===== config.mk =====
export PLATFORM = sky130hd
export DESIGN_NAME = cop_irq_qual
export DESIGN_NICKNAME = d
export VERILOG_FILES = /design/src/rtl/cop_irq_qual.sv
export SDC_FILE = /design/constraint.sdc
export NUM_CORES = 1
export LEC_CHECK = 0
export ABC_CLOCK_PERIOD_IN_PS = 1800
export BUFFER_PORTS_ARGS = -buffer_cell sky130_fd_sc_hd__buf_2
export CAP_MARGIN = 20
export CORE_MARGIN = 5
export CORE_UTILIZATION = 40
export CTS_BUF_LIST = sky130_fd_sc_hd__clkbuf_16
export CTS_CLUSTER_SIZE = 10
export DETAILED_ROUTE_END_ITERATION = 10
export PLACE_DENSITY = 0.81
export SYNTH_ARGS = -nofsm -noshare
export SYNTH_HDL_FRONTEND = slang
export SYNTH_SLANG_ARGS = --single-unit

===== constraint.sdc =====
create_clock -name clk -period 1.8 [get_ports clk]
set_input_delay 0.09 -clock clk [delete_from_list [all_inputs] [get_ports clk]]
set_output_delay 0.09 -clock clk [all_outputs]
set_load 0.1 [all_outputs]

===== src/rtl/cop_irq_qual.sv =====
module cop_irq_qual #(
  parameter bit MT_SUPPORT = 1'b1,
  parameter int IP_W       = 8,
  parameter int IP_LSB     = 8,
  parameter int REG_W      = 32
) (
  input  logic               clk,
  input  logic               rst_n,
  input  logic               wr_en,
  input  logic [1:0]         wr_sel,
  input  logic [REG_W-1:0]   wr_data,
  input  logic               ext_mode,
  input  logic [IP_W-3:0]    hw_lines,
  input  logic [IP_W-1:0]    vec_level,
  input  logic               debug_mode,
  output logic [REG_W-1:0]   status_q,
  output logic [REG_W-1:0]   cause_q,
  output logic               exempt_q,
  output logic               take_irq
);
  localparam logic [1:0] SEL_STATUS = 2'd0;
  localparam logic [1:0] SEL_CAUSE  = 2'd1;
  localparam logic [1:0] SEL_THREAD = 2'd2;

  logic            st_ie, st_exl, st_erl;
  logic [IP_W-1:0] st_ip, ca_ip;
  logic            glob_en, pend_line, pend_vec, pend;
  logic            unused_wr;

  assign unused_wr = ^wr_data;

  always_ff @(posedge clk) begin
    if (!rst_n) begin
      st_ie    <= 1'b0;
      st_exl   <= 1'b0;
      st_erl   <= 1'b0;
      st_ip    <= '0;
      ca_ip    <= '0;
      exempt_q <= 1'b0;
      take_irq <= 1'b0;
    end else begin
      if (wr_en && wr_sel == SEL_STATUS) begin
        st_ie  <= wr_data[0];
        st_exl <= wr_data[1];
        st_erl <= wr_data[2];
        st_ip  <= wr_data[IP_LSB +: IP_W];
      end
      if (ext_mode) begin
        ca_ip <= vec_level;
      end else begin
        ca_ip[IP_W-1:2] <= hw_lines;
        if (wr_en && wr_sel == SEL_CAUSE)
          ca_ip[1:0] <= wr_data[IP_LSB +: 2];
      end
      if (wr_en && wr_sel == SEL_THREAD)
        exempt_q <= MT_SUPPORT & wr_data[0];
      take_irq <= glob_en & pend;
    end
  end

  assign glob_en   = st_ie & ~st_exl & ~st_erl & ~debug_mode & ~exempt_q;
  assign pend_line = |(ca_ip & st_ip);
  assign pend_vec  = ca_ip > st_ip;
  assign pend      = ext_mode ? pend_vec : pend_line;

  always_comb begin
    status_q = '0;
    status_q[IP_LSB +: IP_W] = st_ip;
    status_q[2:0] = {st_erl, st_exl, st_ie};
    cause_q = '0;
    cause_q[IP_LSB +: IP_W] = ca_ip;
  end
endmodule


Word-level counts from Yosys, hierarchy flattened
Index checks and enable logic that the tools add are counted.
{ "word_totals": {"in_bits": 53, "elab_cells": 30, "regBits": 21} }
{ "classes": {"bitwise_logic": 10, "n_eq_ne": 2, "muxes": 3, "n_lt_le_gt_ge": 1, "n_reduce_logical": 6} }
{ "op_table": {"columns": ["operator", "n"], "rows": [
  ["bitwise AND 8 bit", 1],
  ["> comparator 8 bit", 1],
  ["two-way mux 8 bit", 1],
  ["OR reduction 8 bit", 1],
  ["bitwise AND 1 bit", 5],
  ["inverter 1 bit", 4],
  ["logical AND 1 bit", 3],
  ["== test 2 x 1 -> 1 bit (second input constant)", 1],
  ["== test 2 bit (second input constant)", 1],
  ["logical NOT 2 bit", 1],
  ["two-way mux 2 bit", 1],
  ["nonzero test 2 bit", 1],
  ["two-way mux 1 bit", 1]
]} }

Longest topological paths before layout
{ "logic_depth": {"ltp_word": 6, "ltp_mapped": 6, "depth_no_buf": 6} }

Worst setup path after synthesis
OpenSTA, ideal clock, no wires.
{ "synth_timing": {"path_kind": "register -> register", "startpoint": "register st_ip[5]", "endpoint": "register take_irq", "period_less_slack_ns": 2.082, "arrival_time_ns": 1.956, "path_buffers": 0, "required_time_ns": 1.674, "setup_ns": 0.126, "path_slack_ns": -0.282, "path_stages_with_launch": 7, "cell_sequence": "dfxtp_1 > inv_1 > ha_1 > a21oi_1 > nor2_1 > a2111oi_2 > a21oi_1"} }
{ "synth_via": {"elab_chain_len": 4, "word_cells_on_any_way": 5, "cone_classes": "order compare: 1; mux: 1; bitwise: 2; reduce/logical: 1"} }
{ "synth_rtl": {"columns": ["element", "line", "source"], "rows": [
  ["from (decl)", "26", "logic [IP_W-1:0] st_ip, ca_ip;"],
  ["from (signal assigned)", "46", "st_ip <= wr_data[IP_LSB +: IP_W];"],
  ["branches (longest 2 deep; another with > comparator 8 bit)", null, null],
  ["two-way mux 1 bit *", "64", "assign pend = ext_mode ? pend_vec : pend_line;"],
  ["bitwise AND 1 bit *", "57", "take_irq <= glob_en & pend;"],
  ["to (signal assigned)", "57", null],
  ["to (decl)", "19", "output logic take_irq"]
]} }
Mark *: on every way between the ends.
A chain may end at the register's enable or synchronous reset.

Worst setup path in the final report
{ "layout_timing": {"startpoint": "register ca_ip[1]", "endpoint": "register take_irq"} }
{ "layout_via": {"elab_chain_len": 4, "word_cells_on_any_way": 5, "cone_classes": "order compare: 1; mux: 1; bitwise: 2; reduce/logical: 1"} }
{ "layout_rtl": {"columns": ["element", "line", "source"], "rows": [
  ["from (decl)", "26", null],
  ["from (signal assigned)", "49", "ca_ip <= vec_level;"],
  ["from (signal, indexed assignment)", "51", "ca_ip[IP_W-1:2] <= hw_lines;"],
  ["from (signal assigned)", "53", "ca_ip[1:0] <= wr_data[IP_LSB +: 2];"],
  ["branches (longest 2 deep; another with > comparator 8 bit)", null, null],
  ["two-way mux 1 bit *", "64", null],
  ["bitwise AND 1 bit *", "57", null]
]} }
Marks and branches as above.

==> run metrics <==
status=finished clean; P_leak=0.926 nW; worst slack at placement=0.240 ns; maximum vdd drop=0.427 mV; DRT antenna net count=0; Setup Fix Bufs, Post-CTS=0; DRT Pass-1 Iters=4; final setup fails=0; clk_lat worst skew=0.25 ns; sequential cell area fraction in the yosys report=27.6%; pin count of the biggest net entering global routing=22; row cnt=22; Setup TNS=0 ns; Final Cycle Share=88.0%; clk_skew=0.00184 ns; Die Area=5140 um2; RSZ-0062 raised after global routing=no; CTS tree=done; gp weighted congestion=0.829; antenna violations before repair=0; clk slew on worst S/H paths=0.06 ns; WS Path Type=reg -> reg; global-route wire length before repair=4530 um; H-tree depth=1; number of antenna diodes=0; vias in the first global route=1057; Yosys warnings=0; Mapped Cells=171; final instance area=1730 um2; DP HPWL=2510 um; most used cell, CP=a21oi_1; routed vias=1105; Remaining DRCs=0; Worst Setup End Kind=flop; wire length per cell=11.2 um; Port-buffer cells=52; Worst Path Arrival=1.72 ns; Max Slew Vio Count=0; Achievable Freq=0.631 GHz; layout cells sized above 1=34.2%; top-level I/O count=119; crit start category=flop; total gr overflow=0; core area=3690 um2; Initial Util=41.3%; DRT iter0 DRCs=29; DP Area=1650 um2; Unique masters post-synth=25; Hold Path Class=in -> reg; MaxCap Viol Count=0; Final WS setup=0.215 ns; drt total wl=3000 um; Post-layout nets=289; Num CTS Buffers=3; Syn-to-layout area delta=13.7%; peak fanout along the critical path=4; Power Density=983 nW/um2; Buf/Inv on CP=0; crit path time final=1.58 ns; Critical Path Max Stage Delay=0.35 ns; mapped cell area=1520 um2; critical path cell sequence=ha_1 > nor4_1 > a21oi_1 > a2111oi_2 > a21oi_1; CTS Buffer Depth=2; Critical Path RT=1.94 ns; Seq cells post-synth=21; mean cell area of the mapped netlist=8.90 um2; GRT Resource Usage Total=10.9%; clock sink count=21; Hold Violations, Final=0; post-cts resize count=0; Critical-path top delay cell=nor4_1; Top delay family on crit path=compound AO/OA/AOI/OAI gates; cts hold-fix bufs=0; Root Buffer=clkbuf_16; Die W=71.7 um; vias per cell=4.14; die span in y=71.7 um
[metrics by stage]
step | instances | hold WS (ns) | util, % | total power, W
floorplan | 215 | 0.250 | - | 0.00125
global route | 267 | 0.0998 | 46.9 | 0.00176
finish | 267 | 0.0868 | 46.9 | 0.00170
global placement | 263 | 0.336 | 44.8 | 0.00124
CTS | 267 | 0.0860 | 46.9 | 0.00172
detailed placement | 263 | 0.349 | 44.8 | 0.00125
[cells in the final DEF, fill, tap and decap left out, types with 2 or more instances in the layout]
cell	n
and2_1	2
clkbuf_16	3
ha_1	16
conb_1	45
nor2b_1	19
o21ai_0	3
nand4_1	2
dfxtp_1	5
a21oi_1	11
nor2_1	8
dfxtp_2	16
buf_2	52
nand3b_1	2
mux2i_1	13
nand2_1	3
inv_1	9
[worst paths after layout]
path,startpoint,end,slack [ns],cells past startpoint
worst min-delay path,wr_data[13],st_ip[5]$_SDFFE_PN0P_,0.09,3
worst max register to register,ca_ip[1]$_SDFFE_PN0P_,take_irq$_SDFF_PN0_,0.22,5
worst max-delay path,ca_ip[1]$_SDFFE_PN0P_,take_irq$_SDFF_PN0_,0.22,5
worst min register to register,st_ie$_SDFFE_PN0P_,st_ie$_SDFFE_PN0P_,0.54,2
[synthesized netlist by cell type]
cell type,count,area share [%]
clkbuf_1,2,0.49
nor2b_1,19,7.8
mux2i_1,13,8.5
nor2_1,8,2.0
nor4_1,1,0.41
and2_1,2,0.82
buf_4,50,25
conb_1,1,0.25
nand4bb_1,1,0.74
nor3b_1,1,0.49
a21oi_1,11,3.6
nor4_2,1,0.82
a21o_1,1,0.49
o21ai_0,3,0.99
nand3b_1,2,0.99
inv_1,8,2.0
a2111oi_2,1,0.99
dfxtp_1,21,28
o21a_1,1,0.49
nor3_1,1,0.33
nand4_1,2,0.82
buf_2,1,0.33
nand2_1,3,0.74
o211ai_1,1,0.49
ha_1,16,13
[routing by layer]
| layer | up-vias | part of all wire, % | track usage [%] |
|---|---|---|---|
| met2 | 52 | 50 | 19.5 |
| met4 | 0 | 1.4 | 4.38 |
| met3 | 4 | 9.6 | 2.52 |
| li1 | 560 | - | - |
| met5 | - | 0 | 0 |
| met1 | 489 | 39 | 12.3 |
[cell type report]
class | count | area, um2
clock buffer | 3 | 75.1
clock inverter | 1 | 3.75
fill | 384 | 1960
inverter | 8 | 30.0
multi-input combinational | 133 | 855
sequential | 21 | 440
tap | 48 | 60.1
timing repair buffer | 53 | 268
[sequential cells by signal, indices dropped and copies added (netlist names)]
| signal | flops |
|---|---|
| st_erl | 1 |
| take_irq | 1 |
| ca_ip | 8 |
| st_ip | 8 |
| st_exl | 1 |
| st_ie | 1 |
| exempt_q | 1 |
[worst register-to-register path: stages (launching register included)]
cell,delay [ns]
dfxtp_2,0.34
ha_1,0.18
nor4_1,0.35
a21oi_1,0.15
a2111oi_2,0.35
a21oi_1,0.11
[cell families (layout without fill, tap and decap cells)]
family / Yosys count / count (layout) / share of synthesized area [%]
adders and majority gates: 16 / 16 / 13.1
buffers and inverters: 61 / 65 / 27.4
AOI/OAI and AO/OA: 18 / 18 / 7.07
other: 1 / 45 / 0.246
DFF: 21 / 21 / 27.6
and+or+nand+nor: 41 / 41 / 15.9
muxes: 13 / 13 / 8.55
[power breakdown]
group / total (W) / switching (W) / internal (W)
sequential: 0.000507 / 0.0000171 / 0.000490
clock: 0.000463 / 0.000167 / 0.000296
combinational: 0.000732 / 0.000637 / 0.0000953
total: 0.00170 / 0.000821 / 0.000881
Note: power is estimated with default switching activity, not from simulation.
